$ cat src/rtl/wdog_pkg.sv
package wdog_pkg;
  localparam int REG_W = 8;

  localparam logic [1:0] ADDR_CTRL = 2'd0;
  localparam logic [1:0] ADDR_STAT = 2'd1;
  localparam logic [1:0] ADDR_KEY  = 2'd2;

  localparam int CB_PLO = 0;  // period code bits 2:0 at 2:0
  localparam int CB_CEN = 3;  // change-enable / window open
  localparam int CB_EN  = 4;  // watchdog enable
  localparam int CB_PHI = 5;  // period code bit 3, kept apart from the low bits
  localparam int SB_WDRF = 0; // watchdog-reset flag

  localparam logic [REG_W-1:0] UNLOCK_KEY = 8'hD8;
  localparam logic [3:0] MAX_CODE = 4'd9;

  typedef enum logic {WIN_SEQ = 1'b0, WIN_KEY = 1'b1} wd_win_e;

  function automatic logic [3:0] clamp_code(input logic [3:0] c);
    return (c > MAX_CODE) ? MAX_CODE : c;
  endfunction

  function automatic logic [3:0] pick_code(input logic [REG_W-1:0] d);
    return {d[CB_PHI], d[CB_PLO +: 3]};
  endfunction
endpackage

$ cat src/rtl/wdog_rst_sync.sv
module wdog_rst_sync #(
  parameter int STAGES = 2
) (
  input  logic clk,
  input  logic arst_n,
  output logic srst_n
);
  logic [STAGES-1:0] chain_q;

  always_ff @(posedge clk or negedge arst_n) begin
    if (!arst_n) chain_q <= '0;
    else         chain_q <= {chain_q[STAGES-2:0], 1'b1};
  end

  assign srst_n = chain_q[STAGES-1];
endmodule

$ cat src/rtl/wdog_prescale.sv
module wdog_prescale #(
  parameter int DIV = 128
) (
  input  logic clk,
  input  logic rst_n,
  input  logic run,
  input  logic restart,
  output logic tick
);
  localparam int PW = (DIV > 1) ? $clog2(DIV) : 1;
  localparam logic [PW-1:0] LAST = PW'(DIV - 1);

  logic [PW-1:0] pre_q, pre_d;

  always_comb begin
    tick  = 1'b0;
    pre_d = pre_q;
    if (restart || !run) begin
      pre_d = '0;
    end else if (pre_q == LAST) begin
      pre_d = '0;
      tick  = 1'b1;
    end else begin
      pre_d = pre_q + 1'b1;
    end
  end

  always_ff @(posedge clk or negedge rst_n) begin
    if (!rst_n) pre_q <= '0;
    else        pre_q <= pre_d;
  end
endmodule

$ cat src/rtl/wdog_count.sv
module wdog_count
  import wdog_pkg::*;
#(
  parameter int TICK_DIV   = 128,
  parameter int BASE_TICKS = 16
) (
  input  logic       clk,
  input  logic       rst_n,
  input  logic       en,
  input  logic [3:0] code,
  input  logic       restart,
  output logic       timeout,
  output logic       rst_req
);
  localparam int MAX_TICKS = BASE_TICKS << MAX_CODE;
  localparam int CW = $clog2(MAX_TICKS + 1);

  logic          tick;
  logic [CW-1:0] limit;
  logic [CW-1:0] cnt_q, cnt_d;
  logic          cnt_ce;
  logic          req_q;

  wdog_prescale #(.DIV(TICK_DIV)) u_pre (
    .clk     (clk),
    .rst_n   (rst_n),
    .run     (en),
    .restart (restart),
    .tick    (tick)
  );

  assign limit = CW'(BASE_TICKS) << clamp_code(code);

  always_comb begin
    timeout = 1'b0;
    cnt_d   = cnt_q;
    cnt_ce  = 1'b0;
    if (restart || !en) begin
      cnt_ce = 1'b1;
      cnt_d  = '0;
    end else if (tick) begin
      cnt_ce = 1'b1;
      if (cnt_q == limit - 1'b1) begin
        timeout = 1'b1;
        cnt_d   = '0;
      end else begin
        cnt_d = cnt_q + 1'b1;
      end
    end
  end

  always_ff @(posedge clk or negedge rst_n) begin
    if (!rst_n)      cnt_q <= '0;
    else if (cnt_ce) cnt_q <= cnt_d;
  end

  always_ff @(posedge clk or negedge rst_n) begin
    if (!rst_n) req_q <= 1'b0;
    else        req_q <= timeout;
  end

  assign rst_req = req_q;
endmodule

$ cat src/rtl/wdog_unlock.sv
module wdog_unlock
  import wdog_pkg::*;
#(
  parameter int WIN_CYCLES = 4
) (
  input  logic             clk,
  input  logic             por_n,
  input  logic             any_n,
  input  logic             wr_en,
  input  logic [1:0]       wr_addr,
  input  logic [REG_W-1:0] wr_data,
  input  logic             timeout,
  output logic             en,
  output logic [3:0]       code,
  output logic             win_open,
  output logic             flag,
  output logic             load
);
  localparam int WW = $clog2(WIN_CYCLES + 1);
  localparam logic [WW-1:0] WIN_FULL = WW'(WIN_CYCLES);

  logic          en_q, en_d;
  logic          flag_q, flag_d;
  logic [3:0]    code_q, code_d;
  logic [WW-1:0] win_q, win_d;
  wd_win_e       kind_q, kind_d;

  logic is_ctrl, is_stat, is_key, cen_en, open_q;

  assign is_ctrl = wr_en && (wr_addr == ADDR_CTRL);
  assign is_stat = wr_en && (wr_addr == ADDR_STAT);
  assign is_key  = wr_en && (wr_addr == ADDR_KEY);
  assign cen_en  = wr_data[CB_CEN] && wr_data[CB_EN];
  assign open_q  = (win_q != '0);

  always_comb begin
    en_d   = en_q;
    flag_d = flag_q;
    code_d = code_q;
    kind_d = kind_q;
    win_d  = open_q ? win_q - 1'b1 : win_q;
    load   = 1'b0;

    if (is_key) begin
      if (wr_data == UNLOCK_KEY) begin
        win_d  = WIN_FULL;
        kind_d = WIN_KEY;
      end
    end else if (is_ctrl) begin
      if (open_q && ((kind_q == WIN_SEQ) || cen_en)) begin
        load   = 1'b1;
        code_d = pick_code(wr_data);
        en_d   = wr_data[CB_EN] || (flag_q && en_q);
        win_d  = '0;
      end else if (open_q) begin
        win_d = '0;
      end else if (cen_en) begin
        win_d  = WIN_FULL;
        kind_d = WIN_SEQ;
      end
    end

    if (is_stat && wr_data[SB_WDRF]) flag_d = 1'b0;

    if (timeout) begin
      flag_d = 1'b1;
      code_d = '0;
    end
  end

  always_ff @(posedge clk or negedge por_n) begin
    if (!por_n) begin
      en_q   <= 1'b0;
      flag_q <= 1'b0;
    end else begin
      en_q   <= en_d;
      flag_q <= flag_d;
    end
  end

  always_ff @(posedge clk or negedge any_n) begin
    if (!any_n) begin
      code_q <= '0;
      win_q  <= '0;
      kind_q <= WIN_SEQ;
    end else begin
      code_q <= code_d;
      win_q  <= win_d;
      kind_q <= kind_d;
    end
  end

  assign en       = en_q;
  assign code     = code_q;
  assign win_open = open_q;
  assign flag     = flag_q;
endmodule

$ cat src/rtl/wdog_guard.sv
module wdog_guard
  import wdog_pkg::*;
#(
  parameter int TICK_DIV    = 128,
  parameter int BASE_TICKS  = 16,
  parameter int WIN_CYCLES  = 4,
  parameter int SYNC_STAGES = 2
) (
  input  logic             clk,
  input  logic             rst_por_n,
  input  logic             rst_sys_n,
  input  logic             wr_en,
  input  logic [1:0]       wr_addr,
  input  logic [REG_W-1:0] wr_data,
  input  logic             kick,
  output logic [REG_W-1:0] ctrl_rd,
  output logic [REG_W-1:0] stat_rd,
  output logic             rst_req
);
  localparam int NRST = 2;

  logic [NRST-1:0] raw_n, sync_n;
  logic            por_s_n, any_s_n;
  logic            en, win_open, flag, load, timeout;
  logic [3:0]      code;

  assign raw_n = {rst_por_n & rst_sys_n, rst_por_n};

  for (genvar g = 0; g < NRST; g++) begin : g_rsync
    wdog_rst_sync #(.STAGES(SYNC_STAGES)) u_sync (
      .clk    (clk),
      .arst_n (raw_n[g]),
      .srst_n (sync_n[g])
    );
  end

  assign por_s_n = sync_n[0];
  assign any_s_n = sync_n[1];

  wdog_unlock #(.WIN_CYCLES(WIN_CYCLES)) u_cfg (
    .clk      (clk),
    .por_n    (por_s_n),
    .any_n    (any_s_n),
    .wr_en    (wr_en),
    .wr_addr  (wr_addr),
    .wr_data  (wr_data),
    .timeout  (timeout),
    .en       (en),
    .code     (code),
    .win_open (win_open),
    .flag     (flag),
    .load     (load)
  );

  wdog_count #(.TICK_DIV(TICK_DIV), .BASE_TICKS(BASE_TICKS)) u_cnt (
    .clk     (clk),
    .rst_n   (any_s_n),
    .en      (en),
    .code    (code),
    .restart (kick || load),
    .timeout (timeout),
    .rst_req (rst_req)
  );

  always_comb begin
    ctrl_rd = '0;
    ctrl_rd[CB_PLO +: 3] = code[2:0];
    ctrl_rd[CB_CEN]      = win_open;
    ctrl_rd[CB_EN]       = en;
    ctrl_rd[CB_PHI]      = code[3];
    stat_rd = '0;
    stat_rd[SB_WDRF]     = flag;
  end
endmodule

$ cat config.mk
export PLATFORM = sky130hd
export DESIGN_NAME = wdog_guard
export DESIGN_NICKNAME = d
export VERILOG_FILES = /design/src/rtl/wdog_pkg.sv /design/src/rtl/wdog_rst_sync.sv /design/src/rtl/wdog_prescale.sv /design/src/rtl/wdog_count.sv /design/src/rtl/wdog_unlock.sv /design/src/rtl/wdog_guard.sv
export SDC_FILE = /design/constraint.sdc
export NUM_CORES = 1
export LEC_CHECK = 0
export ABC_CLOCK_PERIOD_IN_PS = 1850
export BUFFER_PORTS_ARGS = -buffer_cell sky130_fd_sc_hd__clkbuf_2
export CAP_MARGIN = 10
export CORE_MARGIN = 2
export CORE_UTILIZATION = 50
export CTS_CLUSTER_DIAMETER = 50
export DETAILED_ROUTE_END_ITERATION = 6
export GPL_TIMING_DRIVEN = 0
export PLACE_DENSITY = 0.7
export SLEW_MARGIN = 30
export SYNTH_ARGS = -nofsm -noshare
export SYNTH_HDL_FRONTEND = slang
export SYNTH_HIERARCHICAL = 1
export SYNTH_SLANG_ARGS = --single-unit
$ cat constraint.sdc
create_clock -name clk -period 1.85 [get_ports clk]
set_input_delay 0 -clock clk [delete_from_list [all_inputs] [get_ports clk]]
set_output_delay 0 -clock clk [all_outputs]
set_load 0.03 [all_outputs]
Word level (Yosys, flattened, before mapping):

Cells that the tools add are included.

* flip-flop bits (word level): 36
* output and inout port bits: 17
* logic and storage cells: 87

* $add $sub $neg: 4
* magnitude comparators: 1
* equality and inequality tests: 9
* shifts and indexed selects: 1
* muxes and demuxes: 35
* bitwise gates (word level): 3
* reductions and logical operators: 24

Operator list (count)
* $mux 14: 3
* $mux 3: 7
* $mux 4: 5
* $mux 1: 18
* $add 14x1->14 const B: 1
* $eq 14x14->1: 1
* $mux 7: 2
* $shl 5x4->14 const A: 1
* $sub 14x1->14 const B: 1
* $reduce_bool 2->1: 6
* $eq 8x8->1 const B: 1
* $add 7x1->7 const B: 1
* $eq 7x7->1 const B: 1
* $logic_and 1x1->1: 7
* $ne 2x1->1 const B: 3
* $reduce_and 3->1: 2
* $reduce_and 5->1: 1
* $gt 4x4->1 const B: 1
* $logic_or 1x1->1: 4
* $reduce_bool 3->1: 1
* $sub 3x1->3 const B: 1
* $eq 2x1->1 const B: 1
* $eq 2x2->1 const B: 1
* $logic_not 2->1: 1
* other kinds (5): 6

Logic depth before layout (Yosys ltp):

Gate-level depths: netlist (run 1).

* depth in word-level cells: 13
* gate-level depth with buffers: 12
* gate-level depth less buffers: 11

Cells and area by module:

Netlist (run 1), hierarchy kept.

Modules (own cells, without submodules)
* wdog_count: times used 1, cells an instance 128, area each 1097.3 um^2
* wdog_unlock: times used 1, cells an instance 54, area each 581.8 um^2
* wdog_prescale: times used 1, cells an instance 33, area each 322.8 um^2
* wdog_rst_sync: times used 2, cells an instance 3, area each 53.8 um^2
* wdog_guard: times used 1, cells an instance 15, area each 106.4 um^2

Worst setup path after synthesis (run 1):

Ideal clock, no wire load.

* path kind: flip-flop to flip-flop
* start: register u_cfg.win_q[0]
* end: register u_cnt.cnt_q[5]
* arrival time: 2.753 ns
* setup slack: -0.979 ns
* stages on the path, launching flop included: 12
* cells stage by stage: dfrtp_1 -> inv_1 -> ha_1 -> nor2b_1 -> nor3_4 -> or2_1 -> nand2b_1 -> nor3_1 -> nand3b_1 -> a31o_2 -> or3_1 -> o21ai_1

* cells in the longest elaborated chain, start to end: 11
* elaborated cells on any way between the ends: 13
* classes of those cells: 7 x mux; 6 x reduce/logical

RTL lines
* start: declaration: RTL line wdog_unlock.sv:25 `logic [WW-1:0] win_q, win_d;`
* start signal: assignment: RTL line wdog_unlock.sv:88 `win_q <= win_d;`
* $reduce_bool 3->1 *: RTL line wdog_unlock.sv:34 `assign open_q = (win_q != '0);`
* $logic_and 1x1->1 *: RTL line wdog_unlock.sv:50 `if (open_q && ((kind_q == WIN_SEQ) || cen_en)) begin`
* $mux 1 *: RTL line wdog_unlock.sv:50
* $mux 1 *: RTL line wdog_unlock.sv:49 `end else if (is_ctrl) begin`
* $mux 1 *: RTL line wdog_unlock.sv:44 `if (is_key) begin`
* named net load: RTL line wdog_guard.sv:24 `logic en, win_open, flag, load, timeout;`
* $logic_or 1x1->1 *: RTL line wdog_guard.sv:60 `.restart (kick || load),`
* $logic_or 1x1->1 *: RTL line wdog_prescale.sv:18 `if (restart || !run) begin`
* $mux 1 *: RTL line wdog_prescale.sv:18
* named net u_cnt.tick: RTL line wdog_count.sv:18 `logic tick;`
* $mux 1: RTL line wdog_count.sv:41 `end else if (tick) begin`
* $mux 1: RTL line wdog_count.sv:38 `if (restart || !en) begin`
* $reduce_and 2->1 (no source line) *
* end signal: assignment: RTL line wdog_count.sv:54 `else if (cnt_ce) cnt_q <= cnt_d;`
* end: declaration: RTL line wdog_count.sv:20 `logic [CW-1:0] cnt_q, cnt_d;`

The timed path passes the listed nets; every way through them passes the cells marked *.
A chain may end at the register's enable or synchronous reset.

Worst setup path after layout (run 1):

* start: register u_cfg.code_q[3] (netlist: u_cfg/code[3])
* end: register u_cfg.code_q[0] (netlist: u_cfg/code[0])

* cells in the longest elaborated chain, start to end: 10
* elaborated cells on any way between the ends: 13
* classes of those cells: 1 x add/sub; 1 x order compare; 2 x eq/ne; 1 x shift; 5 x mux; 3 x reduce/logical

RTL lines
* start: declaration: RTL line wdog_unlock.sv:24 `logic [3:0] code_q, code_d;`
* start signal: assignment: RTL line wdog_unlock.sv:87 `code_q <= code_d;`
* $gt 4x4->1: RTL line wdog_pkg.sv:20 `return (c > MAX_CODE) ? MAX_CODE : c;`
* $mux 4 *: RTL line wdog_pkg.sv:20
* $shl 5x4->14 *: RTL line wdog_count.sv:32 `assign limit = CW'(BASE_TICKS) << clamp_code(code);`
* $sub 14x1->14 *: RTL line wdog_count.sv:43 `if (cnt_q == limit - 1'b1) begin`
* $eq 14x14->1 *: RTL line wdog_count.sv:43
* $mux 1 *: RTL line wdog_count.sv:43
* $mux 1 *: RTL line wdog_count.sv:41
* $mux 1 *: RTL line wdog_count.sv:38
* named net timeout: RTL line wdog_guard.sv:24
* $ne 2x1->1 (no source line) / $reduce_bool 2->1 (equally long branches)
* $reduce_and 3->1 (no source line)

Marks and branches as above.

==> metrics.yaml, run 1 <==
status:
  status: "finished, violations left"
  violations: "negative setup slack"
clocking:
  cts_buffer_depth: 2
  clock_latency_ps: 290
  cts_tree: "done"
  cts_buffers: 5
  clk_pin_slew_ps: 70
  htree_levels: 2
  cts_sinks: 36
  cts_root_buffer: "clkbuf_8"
flow_run:
  cap_violations: 0
layout:
  finalCoreUtilization_pct: 69.8
  most-common-layout-cells: "36 x buf_4, 31 x dfrtp_1, 23 x clkbuf_2"
  antenna_cells: 0
  num-fill-cells: 333
  final_common_cell: "buf_4"
  nets: 329
  syn_to_final_growth_pct: 36.1
  drive_gt1_share_pct: 38.7
yosys:
  synthSimpleGateAreaFrac_pct: 24.8
  synth.distinct_cells: 53
  avgSynthCellArea_um2: 9.39
  muxShareOfSynthArea_pct: 4.07
  async_reset_ff_share_pct: 100
  yosys.area_share.adder_pct: 2.82
  synth_xor_area_share_pct: 3.16
  synth_top_family_by_area: "simple AND/OR/NAND/NOR gates"
  yosysWarnings: 6
  synth_seq_cells: 36
  netlist_instances: 236
  synth_area_mm2: 0.00222
  synthFlopType: "dfrtp_1"
  ys_seq_area_share_pct: 40.7
  synth-compound-area-share_pct: 16.8
  synth-edff-count: 0
detailed_routing:
  drt_iter0_drc: 95
  wl_mm: 5.36
  antenna_left: 0
  dr.pass1.iters: 4
  drc: 0
  vias: 1993
  routedWlPerCell_um: 14.8
  viasPerCell: 5.51
grt:
  grt_max_degree: 31
  grt_overflow: 0
  antenna_found_initial: 0
  grt_pass1_vias: 1832
  grt_pass1_wl_mm: 8.17
  grt_util_all_layers_pct: 20.7
pwr:
  vdd_drop_max_mv: 0.783
  clkPwrFrac_pct: 16.5
  p_int_mw: 1.95
  pwr-share-comb_pct: 52.2
  finalPower_mw: 3.24
  switching_share_pct: 39.9
  p_switching_mw: 1.29
  p_seq_share_pct: 31.4
  leakage_nw: 1.36
  power_per_cell_area_mw_per_mm2: 1070
timing:
  finalClockSkew_ps: 8.77
  slew_violations: 0
  finalCriticalPeriod_ps: 2640
  layout_worst_path_cycle_share_pct: 143
  max_slew_margin_pct: 53.8
  tightest_slew_ps: 692
  rsz0062_at_grt: "yes"
  fin_tns_setup_ps: -13230
  hold_viol_final: 0
  fin_ws_ps: -792
  setup_viol: 20
  max_freq_mhz: 379
setup_path:
  critPathCaptureType: "register"
  startpoint: "u_cfg/code[3]"
  crit_arrival_ps: 2810
  startpoint_type: "register"
  path_max_fanout: 5
  cp.required_ps: 2020
  worstSetupPathType: "reg -> reg"
  reg2reg_from: "u_cfg/code[3]"
floorplan:
  initial_utilization_pct: 51.2
  die_area_mm2: 0.00498
  core_region_area_mm2: 0.00432
  num_rows: 24
  die_x_um: 70.6
  ios: 32
  fp.dieH_um: 70.6
place:
  port_buffers: 22
  place_congestion: 0.778
  place_hpwl_mm: 3.17
hold_path:
  hold_class: "reg -> async"
## through the flow
step / setup WS [ps] / std cells / hold slack (ps) / area, um^2
finish: -792 / 362 / 27.4 / 3020
global route: -917 / 362 / 45.3 / 3020
CTS: -732 / 356 / 16.8 / 2840
detailed placement: -881 / 318 / -206 / 2470
global placement: -872 / 318 / -207 / 2470
floorplan: -724 / 244 / -296 / 2290
## what timing repair did
item / CTS / global route
pin swaps: 11 / 17
endpoints found under the hold margin: 9 / 0
buffers inserted: 24 / 7
endpoints found under the setup margin: 24 / 21
resized for setup: 17 / 28
hold buffers: 7 / 0
gates cloned: 1 / 0
## final timing paths
check	to	slack, ps	cells after the start
worst max-delay path	u_cfg/code[0]	-790	13
worst min-delay path	u_cfg/flag	30	0
worst max register to register	u_cfg/code[0]	-790	13
worst min register to register	u_cfg/flag	30	0
max in group asynchronous	u_cfg/code[2]	1050	0
min in group clk	u_cfg/flag	40	3
## worst max-delay path, cell delays in order, from the launching register on
cell and delay (ps):
dfrtp_2 430, nor2_4 140, nand3b_1 130, ha_4 250, xnor2_2 130, a2111oi_2 200, nand4_1 190, a211oi_4 300
buf_4 160, nand3_2 90, nor2_4 160, buf_6 130, nand2b_4 120, mux2i_1 90
## state kept, by name, summed over array words and instances (netlist names)
register,flops
u_cfg/win_q,3
u_cfg/code,4
u_cfg/en,1
u_cnt/cnt_q,14
g_rsync.u_sync/chain_q,4
u_cnt/u_pre/pre_q,7
u_cfg/kind_q,1
u_cnt/rst_req,1
u_cfg/flag,1
## logic make-up after synthesis
logic type / Yosys count
and+or+nand+nor: 97
DFF: 36
xor gates and xnor gates: 8
other: 3
adders and majority gates: 5
buffers and inverters: 26
muxes: 9
AOI/OAI and AO/OA: 52
## cell type report
type	count	area (um^2)	area share, %
Buffer	16	114	3.77
Clock buffer	7	76.3	2.53
Timing Repair Buffer	60	439	14.6
Multi-Input combinational cell	182	1380	45.7
Clock inverter	1	5.00	0.166
Sequential cell	36	907	30.1
Inverter	8	30.0	0.995
Tap cell	52	65.1	2.16
## synthesized netlist by cell type, types with 3 or more instances
cell type  number  area (um^2)
dfrtp_1        36          901
nand2_1        17         63.8
nand3_1        16         80.1
buf_4          14          105
a21oi_1        13         65.1
nor2_1         13         48.8
nand2b_1       11         68.8
mux2i_1         9         90.1
o21ai_0         9         45.0
inv_1           8         30.0
nor3_1          6         30.0
a21o_1          5         37.5
ha_1            5         62.6
xnor2_1         5         43.8
and3_1          4         25.0
nand4_1         4         25.0
or3_1           4         25.0
a31o_2          3         26.3
clkbuf_1        3         11.3
conb_1          3         11.3
nand3b_1        3         22.5
nor2b_1         3         18.8
o21bai_1        3         22.5
xor2_1          3         26.3
## routing by layer
metal  wire [um]  track usage (%)  up-vias
met3         209             5.70       16
met2        2800             33.4       38
met4         131             7.76        0
met1        2220             27.0      968
met5           0                0        -
li1            -                -      971
## power by group through the flow
stage / registers, mW / clock network [mW] / logic, mW
global route: 1.03 / 0.583 / 1.83
finish: 1.02 / 0.533 / 1.69
detailed placement: 1.06 / 0 / 1.21
global placement: 1.05 / 0 / 1.18
floorplan: 1.12 / 0 / 0.890
CTS: 1.02 / 0.549 / 1.46
Note: power is estimated with default switching activity, not from simulation.
==> inputs of run 2 (changes only) <==
--- a/config.mk
+++ b/config.mk
@@ -9,12 +9,12 @@
 export BUFFER_PORTS_ARGS = -buffer_cell sky130_fd_sc_hd__clkbuf_2
 export CAP_MARGIN = 10
 export CORE_MARGIN = 2
-export CORE_UTILIZATION = 50
+export CORE_UTILIZATION = 40
 export CTS_CLUSTER_DIAMETER = 50
 export DETAILED_ROUTE_END_ITERATION = 6
 export GPL_TIMING_DRIVEN = 0
-export PLACE_DENSITY = 0.7
-export SLEW_MARGIN = 30
+export PLACE_DENSITY = 0.58
+export SLEW_MARGIN = 0
 export SYNTH_ARGS = -nofsm -noshare
 export SYNTH_HDL_FRONTEND = slang
 export SYNTH_HIERARCHICAL = 1
==> metrics.yaml, run 2 (same netlist as run 1, synthesis figures left out) <==
layout:
  reg.largest.list: "u_cnt/cnt_q x14, u_cnt/u_pre/pre_q x7"
  final_common_cell: "buf_4"
  num-fill-cells: 501
  antenna_cells: 0
  largest_reg_flops: 14
  register_area_um2: 906
  top_register: "u_cnt/cnt_q"
  syn_to_final_growth_pct: 38.2
  multi_input_area_mm2: 0.00137
  drive_gt1_share_pct: 37.6
  nets: 330
  most-common-layout-cells: "35 x buf_4, 32 x dfrtp_1, 23 x clkbuf_2"
  design_area_mm2: 0.00306
clocking:
  cts_buffer_depth: 2
  cts_buffers: 5
  cts_root_buffer: "clkbuf_8"
  cts_sinks: 36
  htree_levels: 2
  clk_pin_slew_ps: 80
  clock_latency_ps: 290
  cts_tree: "done"
detailed_routing:
  wl_mm: 5.04
  routedWlPerCell_um: 13.2
  drc: 0
  viasPerCell: 5.00
  vias: 1915
  antenna_left: 0
  dr.pass1.iters: 5
  drt_iter0_drc: 47
floorplan:
  num_rows: 27
  initial_utilization_pct: 40.7
  core_region_area_mm2: 0.00544
  die_area_mm2: 0.00615
  fp.dieH_um: 78.4
  ios: 32
  die_x_um: 78.4
timing:
  layout_worst_path_cycle_share_pct: 140
  finalCriticalPeriod_ps: 2600
  max_freq_mhz: 385
  finalClockSkew_ps: 11.1
  hold_viol_final: 0
  tightest_slew_ps: 745
  whs_ps: 27.1
  slew_violations: 0
  setup_viol: 20
  fin_ws_ps: -747
  max_slew_margin_pct: 50.3
  rsz0062_at_grt: "yes"
grt:
  grt_overflow: 0
  grt_pass1_wl_mm: 8.64
  grt_max_degree: 17
  grt_pass1_vias: 1894
  grt_util_all_layers_pct: 17.4
  antenna_found_initial: 0
hold_path:
  hold_class: "reg -> async"
setup_path:
  critPathCaptureType: "register"
  cpMaxStageDelayCell: "dfrtp_2"
  path_cells: "nor2_4 > nand3b_1 > ha_4 > xnor2_2 > a2111oi_2 > nand4_1 > a211oi_4 > buf_6 > a31oi_4 > buf_6 > a31oi_4 > nand2_1"
  startpoint_type: "register"
  worstSetupPathType: "reg -> reg"
  cpPeakStageDelay_ps: 420
  path_max_fanout: 7
  cp.required_ps: 2030
  crit_arrival_ps: 2770
place:
  place_hpwl_mm: 3.31
  place_congestion: 0.779
  port_buffers: 22
  pre_cts_ws_ps: -981
  placed_area_mm2: 0.00252
flow_run:
  cap_violations: 0
pwr:
  power_per_cell_area_mw_per_mm2: 1040
  leakage_nw: 1.39
  vdd_drop_max_mv: 0.624
status:
  status: "finished, violations left"
  violations: "negative setup slack"
## run 2: metrics by stage
stage	power, mW	TNS [ps]	instances	util [%]
after floorplan	2.01	-12370	244	-
after global placement	2.24	-16080	338	45.9
after detailed placement	2.27	-17250	339	46.4
after CTS	3.14	-12790	380	54.4
after global routing	3.41	-15950	383	56.3
final	3.17	-13220	383	56.3
## run 2: metal layers
| metal | track usage (%) | wire, um |
|---|---|---|
| met2 | 28.8 | 2510 |
| met3 | 4.25 | 197 |
| met5 | 0 | 0 |
| met4 | 3.51 | 0 |
| met1 | 23.4 | 2330 |
## run 2: critical path: cells and delay by family (launching register included)
| family | cells | cell delay (ps) |
|---|---|---|
| compound gates | 4 | 780 |
| simple gates | 4 | 520 |
| flops | 1 | 420 |
| buf+inv | 2 | 360 |
| fa+ha+maj | 1 | 270 |
| xor+xnor | 1 | 120 |
## run 2: worst paths after layout
kind                                              start              to  slack (ps)  cells past startpoint
max                                       u_cfg/code[3]  u_cnt/cnt_q[3]        -750                     12
min                        g_rsync[0].u_sync/chain_q[1]        u_cfg/en          30                      0
max reg2reg                               u_cfg/code[3]  u_cnt/cnt_q[3]        -750                     12
min reg2reg                g_rsync[0].u_sync/chain_q[1]        u_cfg/en          30                      0
max in group asynchronous  g_rsync[1].u_sync/chain_q[1]   u_cfg/code[0]         980                      1
min in group clk                                  wr_en      u_cfg/flag          50                      3
## run 2: what timing repair did
| action | in CTS | in global routing |
|---|---|---|
| setup endpoints to repair | 24 | 24 |
| buffers inserted | 28 | 3 |
| hold endpoints to repair | 9 | 0 |
| pin swaps | 14 | 9 |
| cloned | 1 | 0 |
| resized for setup | 27 | 16 |
| hold buffers | 7 | 0 |
## run 2: layout make-up
cell class / count / area share [%]
inverter: 8 / 0.980
timing repair buffer: 61 / 15.4
clock inverter: 1 / 0.286
buffer: 16 / 3.72
tap: 72 / 2.94
clock buffer: 7 / 2.49
sequential: 36 / 29.6
multi-input combinational: 182 / 44.6
## run 2: power breakdown
group	total [mW]	internal (mW)	switching, mW
sequential	1.02	0.896	0.127
clock	0.557	0.269	0.288
combinational	1.59	0.753	0.840
==> inputs of run 3 (changes only) <==
--- a/config.mk
+++ b/config.mk
@@ -6,7 +6,7 @@
 export NUM_CORES = 1
 export LEC_CHECK = 0
 export ABC_CLOCK_PERIOD_IN_PS = 1850
-export BUFFER_PORTS_ARGS = -buffer_cell sky130_fd_sc_hd__clkbuf_2
+export BUFFER_PORTS_ARGS = -buffer_cell sky130_fd_sc_hd__buf_2
 export CAP_MARGIN = 10
 export CORE_MARGIN = 2
 export CORE_UTILIZATION = 40
==> metrics.yaml, run 3 (same netlist as run 1, synthesis figures left out) <==
place:
  port_buffers: 22
  place_hpwl_mm: 3.36
  place_congestion: 0.792
  pre_cts_ws_ps: -978
  place_inst: 339
  placed_area_mm2: 0.00252
layout:
  drive_gt1_share_pct: 39.2
  final_common_cell: "buf_4"
  most-common-layout-cells: "34 x buf_4, 32 x dfrtp_1, 22 x buf_2"
  nets: 330
  finalCoreUtilization_pct: 56.7
  design_area_mm2: 0.00308
  reg.largest.list: "u_cnt/cnt_q x14, u_cnt/u_pre/pre_q x7"
  top_register: "u_cnt/cnt_q"
  largest_reg_flops: 14
  antenna_cells: 0
  syn_to_final_growth_pct: 39.2
  stdcell_count: 383
grt:
  grt_pass1_wl_mm: 8.59
  grt_overflow: 0
  grt_pass1_vias: 1874
  antenna_found_initial: 0
  grt_util_all_layers_pct: 17.6
  grt_max_degree: 17
floorplan:
  core_region_area_mm2: 0.00544
  die_area_mm2: 0.00615
  die_x_um: 78.4
  fp.dieH_um: 78.4
  ios: 32
  num_rows: 27
  initial_utilization_pct: 40.7
timing:
  setup_viol: 19
  tightest_slew_ps: 757
  fin_tns_setup_ps: -13140
  finalCriticalPeriod_ps: 2600
  layout_worst_path_cycle_share_pct: 140
  max_freq_mhz: 385
  hold_viol_final: 0
  whs_ps: 27.1
  max_slew_margin_pct: 49.5
  fin_ws_ps: -749
  rsz0062_at_grt: "yes"
  slew_violations: 0
  finalClockSkew_ps: 7.46
pwr:
  p_seq_share_pct: 32.0
  finalPower_mw: 3.18
  leakage_nw: 1.38
  switching_share_pct: 39.7
  pwr-share-comb_pct: 50.5
  vdd_drop_max_mv: 0.757
  p_int_mw: 1.92
  p_switching_mw: 1.26
  power_per_cell_area_mw_per_mm2: 1030
  clkPwrFrac_pct: 17.5
hold_path:
  hold_class: "reg -> async"
setup_path:
  crit_path_frequent_cell: "nor2_4"
  startpoint_type: "register"
  worstSetupPathType: "reg -> reg"
  path_buf_inv: 2
  path_delay_family: "simple AND/OR/NAND/NOR gates"
  path_max_fanout: 5
  cpMaxStageDelayCell: "dfrtp_2"
  cp.required_ps: 2020
  crit_arrival_ps: 2770
  path_cells: "nor2_4 > nand2_2 > ha_4 > xnor2_2 > a2111oi_2 > nand4_1 > a211oi_4 > buf_4 > nand3_2 > nor2_4 > buf_6 > nand2b_1 > mux2i_1"
  cpPeakStageDelay_ps: 440
  critPathCaptureType: "register"
clocking:
  cts_tree: "done"
  cts_root_buffer: "clkbuf_8"
  cts_buffer_depth: 2
  cts_sinks: 36
  clock_latency_ps: 290
  cts_buffers: 5
  clk_pin_slew_ps: 70
  htree_levels: 2
flow_run:
  cap_violations: 0
detailed_routing:
  antenna_left: 0
  vias: 1962
  dr.pass1.iters: 4
  routedWlPerCell_um: 13.7
  viasPerCell: 5.12
  drc: 0
  wl_mm: 5.26
  drt_iter0_drc: 70
status:
  status: "finished, violations left"
  violations: "negative setup slack"
## run 3: worst reg2reg max path, stage by stage (launching register included)
cell       delay, ps
dfrtp_2          440
nor2_4           150
nand2_2           90
ha_4             250
xnor2_2          130
a2111oi_2        210
nand4_1          200
a211oi_4         320
buf_4            160
nand3_2           90
nor2_4           140
buf_6            120
nand2b_1         110
mux2i_1           70
## run 3: worst paths after layout
kind	to	depth (start not counted)	slack, ps	from
worst min-delay path	u_cfg/en	0	30	g_rsync[0].u_sync/chain_q[1]
worst max-delay path	u_cfg/code[0]	13	-750	u_cfg/code[1]
worst max register to register	u_cfg/code[0]	13	-750	u_cfg/code[1]
min in group clk	u_cfg/kind_q	3	40	wr_addr[1]
max in group asynchronous	u_cfg/code[2]	1	980	g_rsync[1].u_sync/chain_q[1]
worst min register to register	u_cfg/en	0	30	g_rsync[0].u_sync/chain_q[1]
## run 3: routing by layer
layer	track usage, %	routed length [um]	share of wire (%)	up-vias
li1	-	-	-	973
met1	23.5	2370	45	952
met2	28.5	2660	51	28
met3	4.25	157	3.0	9
met4	5.09	77	1.5	0
met5	0	0	0	-
## run 3: timing repair
item | in CTS | in global routing
hold buffers | 7 | 0
cloned | 1 | 0
pin swaps | 14 | 16
gates resized for setup | 27 | 23
endpoints found under the setup margin | 24 | 24
setup buffers | 25 | 6
hold endpoints to repair | 9 | 0
## run 3: area by class of cell
| cell class | count | area (um^2) |
|---|---|---|
| Multi-Input combinational cell | 182 | 1390 |
| Clock inverter | 1 | 8.76 |
| Timing Repair Buffer | 61 | 474 |
| Tap cell | 72 | 90.1 |
| Sequential cell | 36 | 906 |
| Buffer | 16 | 114 |
| Fill cell | 503 | 2350 |
| Clock buffer | 7 | 76.3 |
| Inverter | 8 | 30.0 |
## run 3: power by group through the flow
stage	combinational [mW]	clock (mW)	sequential, mW
final	1.61	0.556	1.02
after global placement	1.19	0	1.06
after global routing	1.75	0.609	1.03
after detailed placement	1.22	0	1.05
after floorplan	0.890	0	1.12
after CTS	1.52	0.574	1.02
